$ cat config.mk
export PLATFORM = sky130hd
export DESIGN_NAME = spi_mem_frontend
export DESIGN_NICKNAME = d
export VERILOG_FILES = /design/src/rtl/spi_mem_pkg.sv /design/src/rtl/spi_pin_sync.sv /design/src/rtl/spi_bit_engine.sv /design/src/rtl/spi_cmd_decoder.sv /design/src/rtl/spi_mem_frontend.sv
export SDC_FILE = /design/constraint.sdc
export NUM_CORES = 1
export LEC_CHECK = 0
export BUFFER_PORTS_ARGS = -buffer_cell sky130_fd_sc_hd__buf_2
export CORE_ASPECT_RATIO = 1.25
export CORE_MARGIN = 5
export CORE_UTILIZATION = 56
export CTS_CLUSTER_DIAMETER = 50
export CTS_CLUSTER_SIZE = 40
export DETAILED_ROUTE_END_ITERATION = 12
export GPL_TIMING_DRIVEN = 0
export PLACE_DENSITY = 0.77
export SYNTH_ARGS = -nofsm -noshare
export SYNTH_HDL_FRONTEND = slang
export SYNTH_SLANG_ARGS = --single-unit
$ cat constraint.sdc
create_clock -name clk_i -period 2.62 [get_ports clk_i]
set_input_delay 0.393 -clock clk_i [delete_from_list [all_inputs] [get_ports clk_i]]
set_output_delay 0.393 -clock clk_i [all_outputs]
set_load 0.02 [all_outputs]
$ cat src/rtl/spi_mem_pkg.sv
package spi_mem_pkg;
  localparam logic [7:0] OPC_READ = 8'h03;
  localparam logic [7:0] OPC_PROG = 8'h02;
  localparam logic [7:0] OPC_STAT = 8'h05;
  localparam logic [7:0] OPC_WEN  = 8'h06;
  localparam logic [7:0] OPC_WDIS = 8'h04;
  localparam logic [7:0] OPC_JID  = 8'h9F;
  localparam logic [7:0] OPC_LEG  = 8'hAB;

  typedef enum logic [2:0] {
    ST_OPCODE, ST_ADDR, ST_DUMMY, ST_TX, ST_RX, ST_IGNORE
  } fe_state_e;

  typedef enum logic [2:0] {
    OP_NONE, OP_READ, OP_PROG, OP_STAT, OP_JID, OP_LEG
  } op_kind_e;
endpackage

$ cat src/rtl/spi_pin_sync.sv
module spi_pin_sync #(
  parameter int unsigned       WIDTH   = 1,
  parameter int unsigned       STAGES  = 2,
  parameter logic [WIDTH-1:0]  RST_VAL = '0
) (
  input  logic             clk_i,
  input  logic             rst_ni,
  input  logic [WIDTH-1:0] d_i,
  output logic [WIDTH-1:0] q_o
);
  logic [WIDTH-1:0] stage_q [STAGES];

  for (genvar g = 0; g < STAGES; g++) begin : g_stage
    if (g == 0) begin : g_first
      always_ff @(posedge clk_i or negedge rst_ni) begin
        if (!rst_ni) stage_q[g] <= RST_VAL;
        else         stage_q[g] <= d_i;
      end
    end else begin : g_next
      always_ff @(posedge clk_i or negedge rst_ni) begin
        if (!rst_ni) stage_q[g] <= RST_VAL;
        else         stage_q[g] <= stage_q[g-1];
      end
    end
  end

  assign q_o = stage_q[STAGES-1];
endmodule

$ cat src/rtl/spi_bit_engine.sv
module spi_bit_engine (
  input  logic       clk_i,
  input  logic       rst_ni,
  input  logic       cs_ns_i,
  input  logic       sck_s_i,
  input  logic       mosi_s_i,
  input  logic       hold_ns_i,
  input  logic [7:0] tx_byte_i,
  input  logic       drive_req_i,
  output logic       armed_o,
  output logic       sel_o,
  output logic       hold_o,
  output logic       fall_o,
  output logic       byte_done_o,
  output logic [7:0] rx_byte_o,
  output logic       tx_load_o,
  output logic       miso_o,
  output logic       oe_o
);
  logic       cs_q, sck_q, armed_q, hold_q, pend_q, drive_q;
  logic [2:0] bit_cnt_q;
  logic [7:0] rx_sr_q, tx_sr_q;
  logic       live, rise;

  // arming needs a high-then-low on the synchronised select
  always_ff @(posedge clk_i or negedge rst_ni) begin
    if (!rst_ni) begin
      cs_q    <= 1'b0;
      sck_q   <= 1'b0;
      armed_q <= 1'b0;
    end else begin
      cs_q    <= cs_ns_i;
      sck_q   <= sck_s_i;
      if (cs_q && !cs_ns_i) armed_q <= 1'b1;
    end
  end

  assign sel_o = armed_q && !cs_ns_i;

  // hold state only updates while the clock is low
  always_ff @(posedge clk_i or negedge rst_ni) begin
    if (!rst_ni)       hold_q <= 1'b0;
    else if (!sel_o)   hold_q <= 1'b0;
    else if (!sck_s_i) hold_q <= !hold_ns_i;
  end

  assign live        = sel_o && !hold_q;
  assign rise        = live && sck_s_i && !sck_q;
  assign fall_o      = live && !sck_s_i && sck_q;
  assign byte_done_o = rise && (bit_cnt_q == 3'd7);
  assign rx_byte_o   = {rx_sr_q[6:0], mosi_s_i};
  assign tx_load_o   = fall_o && pend_q;

  always_ff @(posedge clk_i or negedge rst_ni) begin
    if (!rst_ni) begin
      bit_cnt_q <= '0;
      rx_sr_q   <= '0;
      pend_q    <= 1'b0;
    end else if (!sel_o) begin
      bit_cnt_q <= '0;
      pend_q    <= 1'b0;
    end else begin
      if (rise) begin
        bit_cnt_q <= bit_cnt_q + 3'd1;
        rx_sr_q   <= {rx_sr_q[6:0], mosi_s_i};
      end
      if (byte_done_o)  pend_q <= 1'b1;
      else if (fall_o)  pend_q <= 1'b0;
    end
  end

  always_ff @(posedge clk_i or negedge rst_ni) begin
    if (!rst_ni) begin
      tx_sr_q <= '0;
      drive_q <= 1'b0;
    end else begin
      if (tx_load_o)   tx_sr_q <= tx_byte_i;
      else if (fall_o) tx_sr_q <= {tx_sr_q[6:0], 1'b0};
      if (!sel_o)         drive_q <= 1'b0;
      else if (tx_load_o) drive_q <= drive_req_i;
    end
  end

  assign armed_o = armed_q;
  assign hold_o  = hold_q;
  assign miso_o  = tx_sr_q[7];
  assign oe_o    = drive_q && !hold_q && sel_o;
endmodule

$ cat src/rtl/spi_cmd_decoder.sv
module spi_cmd_decoder
  import spi_mem_pkg::*;
#(
  parameter int unsigned ADDR_W    = 24,
  parameter int unsigned MEM_BYTES = 262144,
  parameter logic [7:0]  ID_MFR    = 8'h30,
  parameter logic [7:0]  ID_DEV    = 8'h12,
  parameter logic [7:0]  ID_LEGACY = 8'h11
) (
  input  logic              clk_i,
  input  logic              rst_ni,
  input  logic              sel_i,
  input  logic              byte_done_i,
  input  logic [7:0]        rx_byte_i,
  input  logic              tx_load_i,
  input  logic              wp_ns_i,
  input  logic [7:0]        mem_rdata_i,
  output logic [7:0]        tx_byte_o,
  output logic              drive_req_o,
  output logic [ADDR_W-1:0] mem_addr_o,
  output logic              mem_rd_o,
  output logic              mem_wr_o,
  output logic [7:0]        mem_wdata_o
);
  localparam logic [ADDR_W-1:0] MAX_ADDR = ADDR_W'(MEM_BYTES - 1);

  fe_state_e         state_q;
  op_kind_e          op_q;
  logic [ADDR_W-1:0] addr_q, addr_inc;
  logic [1:0]        cnt_q, id_idx_q;
  logic              wel_q, wr_q;
  logic [7:0]        wdata_q, status;

  assign status   = {!wp_ns_i, 5'b0, wel_q, 1'b0};
  assign addr_inc = (addr_q >= MAX_ADDR) ? '0 : addr_q + 1'b1;

  always_comb begin
    unique case (op_q)
      OP_READ: tx_byte_o = mem_rdata_i;
      OP_STAT: tx_byte_o = status;
      OP_JID:  tx_byte_o = (id_idx_q == 2'd0) ? ID_MFR :
                           (id_idx_q == 2'd1) ? ID_DEV : 8'h00;
      OP_LEG:  tx_byte_o = ID_LEGACY;
      default: tx_byte_o = 8'hFF;
    endcase
  end

  assign drive_req_o = (state_q == ST_TX);
  assign mem_rd_o    = tx_load_i && (state_q == ST_TX) && (op_q == OP_READ);
  assign mem_wr_o    = wr_q;
  assign mem_wdata_o = wdata_q;
  assign mem_addr_o  = addr_q;

  always_ff @(posedge clk_i or negedge rst_ni) begin
    if (!rst_ni) begin
      state_q  <= ST_OPCODE;
      op_q     <= OP_NONE;
      addr_q   <= '0;
      cnt_q    <= '0;
      id_idx_q <= '0;
      wel_q    <= 1'b0;
      wr_q     <= 1'b0;
      wdata_q  <= '0;
    end else if (!sel_i) begin
      state_q  <= ST_OPCODE;
      op_q     <= OP_NONE;
      cnt_q    <= '0;
      id_idx_q <= '0;
      wr_q     <= 1'b0;
    end else begin
      wr_q <= 1'b0;
      // page-local advance once the write strobe has been seen
      if (wr_q) addr_q[7:0] <= addr_q[7:0] + 8'd1;
      if (byte_done_i) begin
        unique case (state_q)
          ST_OPCODE: begin
            cnt_q <= '0;
            unique case (rx_byte_i)
              OPC_READ: begin op_q <= OP_READ; state_q <= ST_ADDR;  end
              OPC_PROG: begin op_q <= OP_PROG; state_q <= ST_ADDR;  end
              OPC_STAT: begin op_q <= OP_STAT; state_q <= ST_TX;    end
              OPC_JID:  begin op_q <= OP_JID;  state_q <= ST_TX;    end
              OPC_LEG:  begin op_q <= OP_LEG;  state_q <= ST_DUMMY; end
              OPC_WEN:  begin wel_q <= 1'b1;   state_q <= ST_IGNORE; end
              OPC_WDIS: begin wel_q <= 1'b0;   state_q <= ST_IGNORE; end
              default:  begin op_q <= OP_NONE; state_q <= ST_IGNORE; end
            endcase
          end
          ST_ADDR: begin
            addr_q <= {addr_q[ADDR_W-9:0], rx_byte_i};
            cnt_q  <= cnt_q + 2'd1;
            if (cnt_q == 2'd2) state_q <= (op_q == OP_READ) ? ST_TX : ST_RX;
          end
          ST_DUMMY: begin
            cnt_q <= cnt_q + 2'd1;
            if (cnt_q == 2'd2) state_q <= ST_TX;
          end
          ST_RX: begin
            if (wel_q) begin
              wr_q    <= 1'b1;
              wdata_q <= rx_byte_i;
            end
          end
          default: ;
        endcase
      end
      if (tx_load_i && state_q == ST_TX) begin
        if (op_q == OP_READ) addr_q <= addr_inc;
        if (op_q == OP_JID && id_idx_q != 2'd2) id_idx_q <= id_idx_q + 2'd1;
      end
    end
  end
endmodule

$ cat src/rtl/spi_mem_frontend.sv
module spi_mem_frontend #(
  parameter int unsigned ADDR_W      = 24,
  parameter int unsigned MEM_BYTES   = 262144,
  parameter int unsigned SYNC_STAGES = 2,
  parameter logic [7:0]  ID_MFR      = 8'h30,
  parameter logic [7:0]  ID_DEV      = 8'h12,
  parameter logic [7:0]  ID_LEGACY   = 8'h11
) (
  input  logic              clk_i,
  input  logic              rst_ni,
  input  logic              cs_ni,
  input  logic              sck_i,
  input  logic              mosi_i,
  input  logic              hold_ni,
  input  logic              wp_ni,
  output logic              miso_o,
  output logic              miso_oe_o,
  output logic [ADDR_W-1:0] mem_addr_o,
  output logic              mem_rd_o,
  input  logic [7:0]        mem_rdata_i,
  output logic              mem_wr_o,
  output logic [7:0]        mem_wdata_o
);
  localparam int unsigned PIN_N = 5;

  logic [PIN_N-1:0] pins_s;
  logic       armed, sel, hold_act, fall_stb, byte_done, tx_load, drive_req;
  logic [7:0] rx_byte, tx_byte;

  // select resets low so a select held low through reset never arms
  spi_pin_sync #(
    .WIDTH  (PIN_N),
    .STAGES (SYNC_STAGES),
    .RST_VAL(5'b00011)
  ) u_sync (
    .clk_i (clk_i),
    .rst_ni(rst_ni),
    .d_i   ({cs_ni, sck_i, mosi_i, hold_ni, wp_ni}),
    .q_o   (pins_s)
  );

  spi_bit_engine u_bits (
    .clk_i      (clk_i),
    .rst_ni     (rst_ni),
    .cs_ns_i    (pins_s[4]),
    .sck_s_i    (pins_s[3]),
    .mosi_s_i   (pins_s[2]),
    .hold_ns_i  (pins_s[1]),
    .tx_byte_i  (tx_byte),
    .drive_req_i(drive_req),
    .armed_o    (armed),
    .sel_o      (sel),
    .hold_o     (hold_act),
    .fall_o     (fall_stb),
    .byte_done_o(byte_done),
    .rx_byte_o  (rx_byte),
    .tx_load_o  (tx_load),
    .miso_o     (miso_o),
    .oe_o       (miso_oe_o)
  );

  spi_cmd_decoder #(
    .ADDR_W   (ADDR_W),
    .MEM_BYTES(MEM_BYTES),
    .ID_MFR   (ID_MFR),
    .ID_DEV   (ID_DEV),
    .ID_LEGACY(ID_LEGACY)
  ) u_cmd (
    .clk_i      (clk_i),
    .rst_ni     (rst_ni),
    .sel_i      (sel),
    .byte_done_i(byte_done),
    .rx_byte_i  (rx_byte),
    .tx_load_i  (tx_load),
    .wp_ns_i    (pins_s[0]),
    .mem_rdata_i(mem_rdata_i),
    .tx_byte_o  (tx_byte),
    .drive_req_o(drive_req),
    .mem_addr_o (mem_addr_o),
    .mem_rd_o   (mem_rd_o),
    .mem_wr_o   (mem_wr_o),
    .mem_wdata_o(mem_wdata_o)
  );
endmodule

==> out/results.tsv <==
stage	metric	value	unit
synth	avgSynthCellArea	9.805	µm²
worst_setup_path	worstSetupEndpointType	register	
clock_network	cts_resized	0	
synth	synth_xor_xnor_area_share	1.848	%
floorplan	start_util	57.63	%
synth	synthTopCellsByArea	dfrtp_1 43%, mux2_2 4.8%, nand2_1 3.5%	
synth	synth.mux.area_fraction	6.395	%
power_and_ir_drop	leakagePower	2.322	nW
floorplan	num_rows	35	
status	outcome	completed	
routing	drtIter0Drc	241	
finish	n_antenna_cell	0	
finish	drive_gt1_share	22.86	%
clock_network	clock-root-buffer	clkbuf_8	
routing	wl_per_cell	17.30	µm
worst_setup_path	cp.required	2.90	ns
power_and_ir_drop	ir_drop	0.3761	mV
synth	synth-compound-area-share	17.72	%
synth	ys_seq_area_share	45.88	%
place	port_buffers	50	
floorplan	fp.dieArea	9473	µm²
timing	tns	0	ns
clock_network	cts_buffers	9	
timing	fin_crit	2.471	ns
clock_network	clock_path_buffers	2	
routing	routed_wl	10290	µm
clock_network	clkLatencyLatePin	0.36	ns
synth	synthAdderAreaFrac	2.053	%
routing	drcViolationCount	0	
global_routing	antenna_found_initial	0	
clock_network	clkSlewWorstSetupHoldPaths	0.09	ns
power_and_ir_drop	power.density	606.7	nW/µm²
floorplan	fp.dieH	107.6	µm
clock_network	cts_setup_buffers	0	
worst_setup_path	arrival	2.75	ns
worst_setup_path	crit_slowest_cell	dfrtp_1	
finish	layout.nets	520	
job	max_cap_violations	0	
synth	yosysMostFrequentCell	dfrtp_1	
synth	synthFlopType	dfrtp_1	
worst_setup_path	worst_path_largest_cell_delay	0.49	ns
synth	yosys.area_share.simple	20.92	%
timing	tightest_slew	0.7516	ns
place	detailed_place_hpwl	7402	µm
timing	hold_viol	0	
synth	synth_top_area_share	43.41	%
timing	final.setup_skew	0.01068	ns
global_routing	grt_start_max_net_pins	53	
synth	ys_warn_count	0	
timing	maxSlewViolCount	0	
worst_setup_path	start_kind	register	
finish	area_growth	14.70	%
synth	syn-num-nets	457	
floorplan	core	7401	µm²
worst_setup_path	crit_buf_inv	2	
timing	grt_setup_unrepaired	false	
worst_setup_path	crit_type	reg -> reg	
synth	async_flop_share	100.0	%
finish	instances_no_fill	595	
clock_network	cts.sinks	78	
clock_network	hold_buffers	1	
floorplan	io_pins	51	
clock_network	tritoncts	done	
worst_setup_path	path_max_fanout	10	
synth	synth_top_family_by_area	simple AND/OR/NAND/NOR gates	
timing	maxSlewHeadroom	49.24	%
routing	firstDrtPassIters	4	
clock_network	ctsHtreeMaxLevel	3	
worst_setup_path	cp_top_family	compound AO/OA/AOI/OAI gates	
place	placed_cells	578	
timing	setup_violations	0	
worst_hold_path	min_path_type	in -> reg	
routing	routed-via-count	3578	
global_routing	grt_pass1_vias	3654	
global_routing	grt_pass1_wl	17250	µm
synth	ys_ff_latch	78	
floorplan	die_w	88.06	µm
synth	synth-edff-count	0	
worst_setup_path	path_cells	ha_1 > and4_4 > and3_4 > buf_6 > a311oi_2 > buf_4 > o21ai_0 > a22oi_1	
synth	synth_commonest_cells	74 x dfrtp_1, 40 x nand2_1, 27 x nor2_1, 27 x o21ai_0, 23 x a21oi_1	
timing	final_min_period_over_clock_period	94.30	%
global_routing	track_usage	23.22	%
place	gp_congestion	0.9078	
synth	synth_cell_type_count	67	
synth	syn_inst	435	
routing	ant_nets	0	
routing	via_per_inst	6.013	
synth	yosysTopAreaCell	dfrtp_1	
global_routing	grt_remaining_overflow	0	
timing	fmaxAchievable	0.4048	GHz
synth	netlist_area	4265	µm²
worst reg2reg max path: stages, from the launching register on:
cell      delay, ns
dfrtp_1        0.49
ha_1           0.30
and4_4         0.24
and3_4         0.17
buf_6          0.12
a311oi_2       0.49
buf_4          0.28
o21ai_0        0.11
a22oi_1        0.20
path summary, 6_finish.rpt:
check	start	cells after the start	to	slack (ns)
worst max-delay path	u_cmd.mem_addr_o[1]	8	u_cmd.mem_addr_o[14]	0.15
worst min-delay path	hold_ni	1	u_sync.stage_q[6]	0.13
worst max register to register	u_cmd.mem_addr_o[1]	8	u_cmd.mem_addr_o[14]	0.15
worst min register to register	u_sync.stage_q[8]	0	u_sync.q_o[3]	0.35
max in group asynchronous	rst_ni	3	u_sync.stage_q[6]	1.50
min in group asynchronous	rst_ni	2	u_bits.tx_sr_q[5]	0.49
power by group:
part           internal (W)  total [W]  leakage, nW  switching (W)
clock              0.000545    0.00102        0.107       0.000477
combinational      0.000216   0.000516         1.19       0.000299
sequential          0.00131    0.00143         1.03       0.000117
total               0.00207    0.00297         2.32       0.000894
kinds of logic (layout without fill, tap and decap cells):
kind of cell | after synthesis | count (layout)
compound gates | 113 | 113
xor+xnor | 9 | 9
fa+ha+maj | 7 | 7
buf+inv | 43 | 111
flops | 78 | 78
mux | 25 | 25
simple gates | 160 | 160
placed cells by master (no fill, tap or decap), drive strengths merged, types with 4 or more instances in the layout:
cell	count
a21o	10
mux2	18
dfrtp	74
xnor2	4
nand3	20
a31oi	5
and3	5
a22o	4
nand2	40
nor2b	5
xor2	5
dfstp	4
ha	7
a22oi	5
nand2b	11
nor3	10
and2	8
nand4	8
nor3b	6
mux2i	7
buf	66
o31ai	6
nor2	27
a211o	5
a211oi	5
o21ai	28
clkbuf	26
a21oi	23
inv	14
cell type report:
| class | count | area (µm²) |
|---|---|---|
| flip-flops and latches | 78 | 1957 |
| fillers | 630 | 2509 |
| plain buffers | 31 | 176.4 |
| inverters | 12 | 45.04 |
| clock inverters | 6 | 93.84 |
| well taps | 92 | 115.1 |
| multi-input cells | 314 | 2087 |
| clock buffers | 10 | 127.6 |
| repair buffers | 52 | 290.3 |
per-stage QoR:
step / instance area [µm²] / hold slack [ns] / total power [W] / setup slack (ns) / utilization (%)
detailed placement: 4661 / 0.3347 / 0.001961 / 0.2299 / 62.98
global placement: 4631 / 0.3336 / 0.001933 / 0.2046 / 62.57
CTS: 4892 / 0.1103 / 0.002985 / 0.1724 / 66.10
finish: 4892 / 0.1269 / 0.002968 / 0.1493 / 66.10
floorplan: 4265 / 0.09741 / 0.001792 / 0.4274 / -
global route: 4892 / 0.1026 / 0.003129 / 0.07969 / 66.10
sequential cells by signal, indices dropped and copies added (netlist names), 2 cells and up:
signal	count
u_bits.bit_cnt_q	3
u_bits.rx_sr_q	7
u_bits.tx_sr_q	8
u_cmd.cnt_q	2
u_cmd.id_idx_q	2
u_cmd.mem_addr_o	24
u_cmd.mem_wdata_o	8
u_cmd.op_q	3
u_cmd.state_q	3
u_sync.q_o	5
u_sync.stage_q	5
routing by layer:
metal	vias to the layer above	share of wire (%)	GRT usage, %
met5	-	0	0
met4	0	2.8	10.37
met3	24	3.8	4.900
met2	84	52	39.66
met1	1776	42	27.76
li1	1694	-	-
(Power assumes the default switching activity.)
